$ cat src/rtl/tlbpc_pkg.sv
package tlbpc_pkg;

    localparam int BASE_SHIFT = 12;
    localparam int MIN_PS     = 12;
    localparam int MAX_PS     = 30;

    localparam int POS_V    = 0;
    localparam int POS_D    = 1;
    localparam int POS_PLV  = 2;
    localparam int POS_RPLV = 4;
    localparam int POS_NR   = 5;
    localparam int POS_NX   = 6;

    typedef enum logic [1:0] {
        ACC_FETCH = 2'd0,
        ACC_LOAD  = 2'd1,
        ACC_STORE = 2'd2,
        ACC_RSVD  = 2'd3
    } acc_e;

    typedef enum logic [2:0] {
        FLT_NONE    = 3'd0,
        FLT_INVALID = 3'd1,
        FLT_XI      = 3'd2,
        FLT_RI      = 3'd3,
        FLT_PRIV    = 3'd4,
        FLT_DIRTY   = 3'd5
    } fault_e;

    typedef struct packed {
        logic       valid;
        logic       dirty;
        logic [1:0] plv;
        logic       exact;
        logic       no_rd;
        logic       no_ex;
    } attr_t;

    // Pull attribute bits out of the low byte of a descriptor; narrow mode masks the extended ones.
    function automatic attr_t decode_attr(input logic [7:0] low, input logic wide);
        attr_t a;
        a.valid = low[POS_V];
        a.dirty = low[POS_D];
        a.plv   = low[POS_PLV +: 2];
        a.exact = wide & low[POS_RPLV];
        a.no_rd = wide & low[POS_NR];
        a.no_ex = wide & low[POS_NX];
        return a;
    endfunction

    function automatic logic [4:0] clamp_ps(input logic [4:0] ps);
        if (ps < 5'(MIN_PS))      return 5'(MIN_PS);
        else if (ps > 5'(MAX_PS)) return 5'(MAX_PS);
        else                      return ps;
    endfunction

endpackage

$ cat src/rtl/tlbpc_half_sel.sv
module tlbpc_half_sel
    import tlbpc_pkg::*;
#(
    parameter int EW   = 48,
    parameter int VA_W = 48
) (
    input  logic [EW-1:0]   even_d,
    input  logic [EW-1:0]   odd_d,
    input  logic [VA_W-1:0] va,
    input  logic [4:0]      ps,
    output logic [EW-1:0]   pick
);
    logic odd_pg;

    always_comb begin
        odd_pg = va[ps];
        pick   = odd_pg ? odd_d : even_d;
    end
endmodule

$ cat src/rtl/tlbpc_rights.sv
module tlbpc_rights
    import tlbpc_pkg::*;
(
    input  attr_t      attr,
    input  acc_e       acc,
    input  logic [1:0] cur_plv,
    output fault_e     flt
);
    logic plv_bad;

    always_comb begin
        if (attr.exact) plv_bad = (cur_plv != attr.plv);
        else            plv_bad = (cur_plv > attr.plv);

        if (!attr.valid)                            flt = FLT_INVALID;
        else if (acc == ACC_FETCH && attr.no_ex)    flt = FLT_XI;
        else if ((acc == ACC_LOAD || acc == ACC_RSVD) && attr.no_rd)
                                                    flt = FLT_RI;
        else if (plv_bad)                           flt = FLT_PRIV;
        else if (acc == ACC_STORE && !attr.dirty)   flt = FLT_DIRTY;
        else                                        flt = FLT_NONE;
    end
endmodule

$ cat src/rtl/tlbpc_addr_form.sv
module tlbpc_addr_form
    import tlbpc_pkg::*;
#(
    parameter int PA_W = 48,
    parameter int VA_W = 48
) (
    input  logic [PA_W-BASE_SHIFT-1:0] ppn,
    input  logic [VA_W-1:0]            va,
    input  logic [4:0]                 ps,
    output logic [PA_W-1:0]            pa
);
    logic [PA_W-1:0] lo_mask;
    logic [PA_W-1:0] va_ext;
    logic [PA_W-1:0] page_base;

    generate
        if (VA_W >= PA_W) begin : g_va_trunc
            assign va_ext = va[PA_W-1:0];
        end else begin : g_va_ext
            assign va_ext = {{(PA_W-VA_W){1'b0}}, va};
        end
    endgenerate

    always_comb begin
        for (int i = 0; i < PA_W; i++) begin
            lo_mask[i] = (i < int'(ps));
        end
        page_base = {ppn, {BASE_SHIFT{1'b0}}} & ~lo_mask;
        pa        = page_base | (va_ext & lo_mask);
    end
endmodule

$ cat src/rtl/tlb_perm_check.sv
module tlb_perm_check
    import tlbpc_pkg::*;
#(
    parameter int PA_W = 48,
    parameter int VA_W = 48
) (
    input  logic            clk,
    input  logic            rst,
    input  logic            in_vld,
    input  logic [PA_W-1:0] entry_even,
    input  logic [PA_W-1:0] entry_odd,
    input  logic [4:0]      pg_shift,
    input  logic [1:0]      acc_kind,
    input  logic [1:0]      cur_plv,
    input  logic            wide_mode,
    input  logic [VA_W-1:0] vaddr,
    output logic            out_vld,
    output logic [2:0]      fault,
    output logic [PA_W-1:0] paddr,
    output logic            perm_r,
    output logic            perm_w,
    output logic            perm_x
);
    localparam int PPN_W = PA_W - BASE_SHIFT;

    logic [4:0]      ps_c;
    logic [PA_W-1:0] desc;
    attr_t           attr;
    fault_e          flt;
    logic [PA_W-1:0] pa_c;
    acc_e            acc;

    assign ps_c = clamp_ps(pg_shift);
    assign acc  = acc_e'(acc_kind);

    tlbpc_half_sel #(.EW(PA_W), .VA_W(VA_W)) u_sel (
        .even_d (entry_even),
        .odd_d  (entry_odd),
        .va     (vaddr),
        .ps     (ps_c),
        .pick   (desc)
    );

    assign attr = decode_attr(desc[7:0], wide_mode);

    tlbpc_rights u_rights (
        .attr    (attr),
        .acc     (acc),
        .cur_plv (cur_plv),
        .flt     (flt)
    );

    tlbpc_addr_form #(.PA_W(PA_W), .VA_W(VA_W)) u_addr (
        .ppn (desc[PA_W-1:BASE_SHIFT]),
        .va  (vaddr),
        .ps  (ps_c),
        .pa  (pa_c)
    );

    always_ff @(posedge clk) begin
        if (rst) begin
            out_vld <= 1'b0;
            fault   <= 3'd0;
            paddr   <= '0;
            perm_r  <= 1'b0;
            perm_w  <= 1'b0;
            perm_x  <= 1'b0;
        end else begin
            out_vld <= in_vld;
            if (in_vld) begin
                fault <= flt;
                if (flt == FLT_NONE) begin
                    paddr  <= pa_c;
                    perm_r <= 1'b1;
                    perm_w <= attr.dirty;
                    perm_x <= !attr.no_ex;
                end else begin
                    paddr  <= '0;
                    perm_r <= 1'b0;
                    perm_w <= 1'b0;
                    perm_x <= 1'b0;
                end
            end
        end
    end

    logic unused_ok;
    assign unused_ok = ^{desc[BASE_SHIFT-1:8], PPN_W[0]};
endmodule

$ cat config.mk
export PLATFORM = sky130hd
export DESIGN_NAME = tlb_perm_check
export DESIGN_NICKNAME = d
export VERILOG_FILES = /design/src/rtl/tlbpc_pkg.sv /design/src/rtl/tlbpc_half_sel.sv /design/src/rtl/tlbpc_rights.sv /design/src/rtl/tlbpc_addr_form.sv /design/src/rtl/tlb_perm_check.sv
export SDC_FILE = /design/constraint.sdc
export NUM_CORES = 1
export LEC_CHECK = 0
export BUFFER_PORTS_ARGS = -buffer_cell sky130_fd_sc_hd__buf_2
export CAP_MARGIN = 20
export CORE_ASPECT_RATIO = 1.5
export CORE_MARGIN = 4
export CORE_UTILIZATION = 45
export CTS_BUF_LIST = sky130_fd_sc_hd__clkbuf_16
export DETAILED_ROUTE_END_ITERATION = 12
export PLACE_DENSITY_LB_ADDON = 0.2
export SLEW_MARGIN = 30
export SYNTH_ARGS = -nofsm -noshare
export SYNTH_HDL_FRONTEND = slang
export SYNTH_SLANG_ARGS = --single-unit
$ cat constraint.sdc
create_clock -name clk -period 9.7 [get_ports clk]
set_input_delay 1.455 -clock clk [delete_from_list [all_inputs] [get_ports clk]]
set_output_delay 1.455 -clock clk [all_outputs]
set_load 0.02 [all_outputs]
* Yosys cells after proc, flatten, opt, wreduce, memory -nomap -nowiden *
Index checks and enable logic that the tools add are counted.

word-level totals
  register bits after elaboration = 55
  output and inout bits = 55
  logic and storage cells = 75

cells by class
  $lt $le $gt $ge = 35
  eq/ne operators = 4
  multiplexer cells = 15
  bitwise operators = 7
  reduce and logical (&&, ||, !) cells = 8

operator list
  operator              number
  $mux W48              2
  $lt A5 B5 Y1 const A  15
  $and A48 B31 Y48      1
  $and A48 B48 Y48      1
  $not A31 Y48          1
  $or A48 B48 Y48       1
  $lt A4 B5 Y1 const A  8
  $lt A3 B5 Y1 const A  4
  $mux W3               5
  $lt A1 B5 Y1 const A  2
  $lt A2 B5 Y1 const A  2
  $mux W5               2
  $lt A5 B7 Y1 const B  1
  $bmux W1 S5           1
  $gt A5 B5 Y1 const B  1
  $lt A5 B4 Y1 const B  1
  $mux W1               5
  $eq A2 B2 Y1 const B  2
  $and A1 B1 Y1         3
  $logic_and A1 B1 Y1   3
  $logic_not A3 Y1      1
  $eq A2 B1 Y1 const B  1
  $gt A2 B2 Y1          1
  $logic_not A1 Y1      2
  other kinds (3)       3

* Depth between registers and ports, before layout *
  depth after elaboration = 15
  mapped depth = 20
  depth with buffers taken out = 15

* Hierarchy *
A second synthesis with hierarchy kept.

second synthesis, totals
  cells, all modules = 341
  area total of the unflattened synthesis = 3657.3 um^2

by module, submodules not included
  module           times used  cells an instance  area an instance (um^2)  seq. area each (um^2)
  tlb_perm_check   1           143                1908.1                   1101.1
  tlbpc_half_sel   1           95                 980.9                    0.0
  tlbpc_addr_form  1           87                 660.6                    0.0
  tlbpc_rights     1           16                 107.6                    0.0

* Worst setup path before layout *
Ideal clock, no wire load.

  path kind = input port to flip-flop
  from = input port pg_shift[0]
  to = register paddr[26]
  library setup time = 117 ps
  data arrival time = 4875 ps
  required time = 9583 ps
  slack = 4708 ps
  stages = 18
  buffers on the path = 5
  cell sequence = buf_2 nand2_1 a21o_1 o31a_1 a22o_4 o2bb2a_4 buf_6 buf_4 buf_4 mux2_2 ha_1 a21oi_1 a31oi_1 and3_1 mux2_4 o211a_4 buf_6 a32o_1

on the way
  word-level cells in the longest chain between the ends = 15
  elaborated cells between the ends (all ways) = 29

ends and longest elaborated chain
  what                                                                   RTL line              text
  from (decl)                                                            tlb_perm_check.sv:12  input logic [4:0] pg_shift,
  $gt A5 B5 Y1                                                           tlbpc_pkg.sv:53       else if (ps > 5'(MAX_PS)) return 5'(MAX_PS);
  $mux W5                                                                tlbpc_pkg.sv:53
  $mux W5 *                                                              tlbpc_pkg.sv:52       if (ps < 5'(MIN_PS)) return 5'(MIN_PS);
  parallel branches: the longest is 11 deep, another holds $gt A2 B2 Y1  n/a
  $mux W48 *                                                             tlb_perm_check.sv:72  if (flt == FLT_NONE) begin
  to (signal assigned)                                                   tlb_perm_check.sv:73  paddr <= pa_c;
  to (decl)                                                              tlb_perm_check.sv:19  output logic [PA_W-1:0] paddr,

Mark *: on every way between the ends. The select of a mux whose other input is x is not followed.
A chain may end at the register's enable or synchronous reset.

* Worst setup path after layout *
  from = input port pg_shift[4]
  to = register paddr[36]

on the way
  word-level cells in the longest chain between the ends = 15
  elaborated cells between the ends (all ways) = 26

ends and longest elaborated chain
  what                                                                  RTL line              text
  $gt A5 B5 Y1                                                          tlbpc_pkg.sv:53
  $mux W5                                                               tlbpc_pkg.sv:53
  $mux W5 *                                                             tlbpc_pkg.sv:52
  $bmux W1 S5 *                                                         tlbpc_half_sel.sv:16  odd_pg = va[ps];
  $mux W1 (not written as such) *                                       tlbpc_half_sel.sv:16
  $mux W48 *                                                            tlbpc_half_sel.sv:17  pick = odd_pg ? odd_d : even_d;
  parallel branches: the longest is 8 deep, another holds $gt A2 B2 Y1  n/a
  $mux W48 *                                                            tlb_perm_check.sv:72

Marked as above.

==> summary.md <==
| Metric | Value |
|---|---|
| Cell-internal power | `0.000432 W` |
| Total track usage | `0.210` |
| Area share of the largest cell type after synthesis | `0.363` |
| Post-synth top flop | `dfxtp_1` |
| Global-route wire length before repair | `13.5 mm` |
| Final worst setup slack | `4.27 ns` |
| Layout area overhead | `35.8%` |
| Number of cells upsized or downsized after cts | `0` |
| Core area | `6530 um^2` |
| Worst-case clock skew | `0 ns` |
| Unrepaired setup endpoints after global routing | `false` |
| Count of unresolved DRC violations after routing | `0` |
| Die width | `75.0 um` |
| Vias per std cell | `5.32` |
| Post-detailed-routing wire length | `8.79 mm` |
| # H-tree levels | `2` |
| Antenna violations before repair | `0` |
| Setup bufs post-CTS | `0` |
| Root Buffer | `clkbuf_16` |
| Clock-pin slew on the worst setup and hold paths | `0.07 ns` |
| Reg2Reg Setup Slack | `8.94 ns` |
| Number of register bits inferred by synthesis | `55` |
| Syn_nets | `488` |
| Fraction of the yosys area taken by sequential cells | `0.363` |
| Clock network fraction of total power | `0.329` |
| Maximum number of pins on one net before global-route repair | `47` |
| Required time of the worst setup path | `9.83 ns` |
| Wire length per cell | `15.3 um` |
| Number of global-route vias before repair | `3031` |
| Type of the worst setup path | `input port to flip-flop` |
| Final Hold Fails | `0` |
| Hold_ws | `0.445 ns` |
| PD cells | `146 nW/um^2` |
| Number of sinks driven by the clock tree | `55` |
| TritonCTS clock tree | `done` |
| Share of flip-flops with an asynchronous set or reset | `0` |
| Number of nets with antenna violations after routing | `0` |
| Slew Limit Fails | `0` |
| Area of all placed cells without fillers | `4120 um^2` |
| Lkg Pwr | `2.08 nW` |
| Post-Place Cell Area | `3960 um^2` |
| Number of vias after detailed routing | `3067` |
| Number of clock buffers inserted by TritonCTS | `5` |
| Worst max-slew margin expressed relative to the limit | `0.497` |
| Quantity of hold-fixing buffers added after cts | `0` |
| Final TNS setup | `0 ns` |
| Yosys warns | `0` |
| Critical path data arrival time | `5.55 ns` |
| Final worst path period share | `0.559` |
| Commonest cells in the synthesized netlist | `dfxtp_1, nand2_1, mux2i_1` |
| I/O pin total | `212` |
| Total setup violations reported at the end of the flow | `0` |
| Die Area | `8140 um^2` |
| HPWL Detailed | `7.04 mm` |
| Most repeated cell in the gate-level netlist after synthesis | `dfxtp_1` |
| Total iterations of the first detailed-routing run | `6` |
| Starting density of the core | `0.464` |
| Routability congestion estimate | `0.919` |
| Library cell occupying the most area in the post-synthesis netlist | `dfxtp_1` |
| EDFF count, synth | `0` |
| Buffers on Ports | `185` |
| Maximum fanout along the worst path | `46` |
| Clock latency reported for the late side of the worst-skew pair | `0.28 ns` |
| Status | `finished clean` |
| Vertical die dimension | `109 um` |
| Power consumption | `0.000599 W` |
| Maximum ir drop on the vdd rail | `0.0722 mV` |
| Reg power frac | `0.403` |
| DR iter-0 viols | `94` |
| Leftover overflow at the end of global routing | `0` |
| Post-Place Setup Slack | `3.97 ns` |
| Kind of end point of the critical path | `flip-flop` |
| Library cells used by synthesis | `56` |
| Slew at the pin closest to its max-slew limit | `0.755 ns` |
| Maximum number of buffers from clock root to sink | `2` |
| Top cells by area, synth | `dfxtp_1, mux2i_1, a22o_1, nand2_1, mux2_2` |
| Fin nets | `659` |
| Post-synthesis instance area | `3030 um^2` |
| Fmax achieved | `0.184 GHz` |
| Launching element type of the critical path | `input port` |
| Average size of a mapped cell | `9.22 um^2` |
| Max-cap violations | `0` |
| Switching power as a share of total power | `0.280` |
| Row count | `36` |
| Logic gate share of total power | `0.267` |
| Reported net switching power | `0.000168 W` |
| Diodes inserted | `0` |
| Fraction of final layout cells with drive strength greater than 1 | `0.442` |
| Time the worst path needs with I/O delays and setup | `5.43 ns` |
| Number of cells produced by synthesis | `329` |
| Type of the tightest min-delay check | `flip-flop to flip-flop` |
-- critical path, cell delays in order --
cell and delay, ns:
buf_2 0.37, a21oi_2 0.11, nand3b_4 0.23, a2111o_1 0.42, a211o_1 0.27, o2bb2a_4 0.70
mux2_2 0.42, ha_1 0.29, a21oi_1 0.17, a31oi_1 0.08, and3_1 0.18, mux2_4 0.29
o211ai_4 0.30, o21ai_0 0.23
-- kinds of logic after synthesis --
logic type                 after synthesis  synth area share
buffers and inverters                   28            0.0512
and+or+nand+nor                         84             0.132
muxes                                   54             0.186
AOI/OAI and AO/OA                      105             0.257
xor gates and xnor gates                 1           0.00289
DFF                                     55             0.363
adders and majority gates                2           0.00825
-- metal layers --
| metal | part of all wire | wire, um | track usage | up-vias |
|---|---|---|---|---|
| met1 | 0.37 | 3210 | 0.226 | 1367 |
| met5 | 0 | 0 | 0 | - |
| met3 | 0.083 | 730 | 0.0372 | 16 |
| li1 | - | - | - | 1557 |
| met2 | 0.53 | 4630 | 0.393 | 127 |
| met4 | 0.025 | 224 | 0.0776 | 0 |
-- registers in the layout, summed over array words and instances (netlist names) --
register  count
paddr        48
fault         3
perm_r        1
out_vld       1
perm_x        1
perm_w        1
-- through the flow --
stage / instances / util
detailed placement: 569 / 0.606
global route: 576 / 0.631
floorplan: 329 / -
finish: 576 / 0.631
CTS: 576 / 0.631
global placement: 568 / 0.602
-- path summary, 6_finish.rpt --
kind | cells after the start | to | from
max | 14 | paddr[36]$_SDFFE_PP0P_ | pg_shift[4]
min | 2 | paddr[14]$_SDFFE_PP0P_ | paddr[14]$_SDFFE_PP0P_
max reg2reg | 2 | fault[2]$_SDFFE_PP0P_ | fault[2]$_SDFFE_PP0P_
min reg2reg | 2 | paddr[14]$_SDFFE_PP0P_ | paddr[14]$_SDFFE_PP0P_
-- area by class of cell --
type / count / area [um^2]
fillers: 593 / 2410
multi-input cells: 246 / 1780
flip-flops and latches: 55 / 1100
repair buffers: 186 / 953
clock buffers: 5 / 125
inverters: 6 / 22.5
clock inverters: 2 / 37.5
well taps: 76 / 95.1
-- power by group through the flow --
| stage | combinational [W] | clock [W] | sequential, W |
|---|---|---|---|
| floorplan | 0.0000946 | 0 | 0.000261 |
| global placement | 0.000157 | 0 | 0.000246 |
| detailed placement | 0.000161 | 0 | 0.000247 |
| CTS | 0.000162 | 0.000202 | 0.000242 |
| global route | 0.000176 | 0.000212 | 0.000243 |
| finish | 0.000160 | 0.000197 | 0.000242 |
-- layout by cell type (no fill, tap or decap), drive strengths merged, types with 2 or more instances in the layout --
| cell | n |
|---|---|
| a21boi | 2 |
| a21oi | 14 |
| a22o | 22 |
| a31o | 2 |
| a31oi | 4 |
| a32o | 4 |
| buf | 186 |
| clkbuf | 5 |
| dfxtp | 55 |
| ha | 2 |
| inv | 6 |
| mux2 | 13 |
| mux2i | 41 |
| nand2 | 43 |
| nand2b | 4 |
| nand3 | 5 |
| nand4 | 2 |
| nor2 | 13 |
| nor2b | 3 |
| nor3 | 3 |
| nor3b | 2 |
| o211a | 2 |
| o211ai | 2 |
| o21ai | 37 |
| o31a | 2 |
| o31ai | 2 |
| or3 | 3 |
Note: power is estimated with default switching activity, not from simulation.
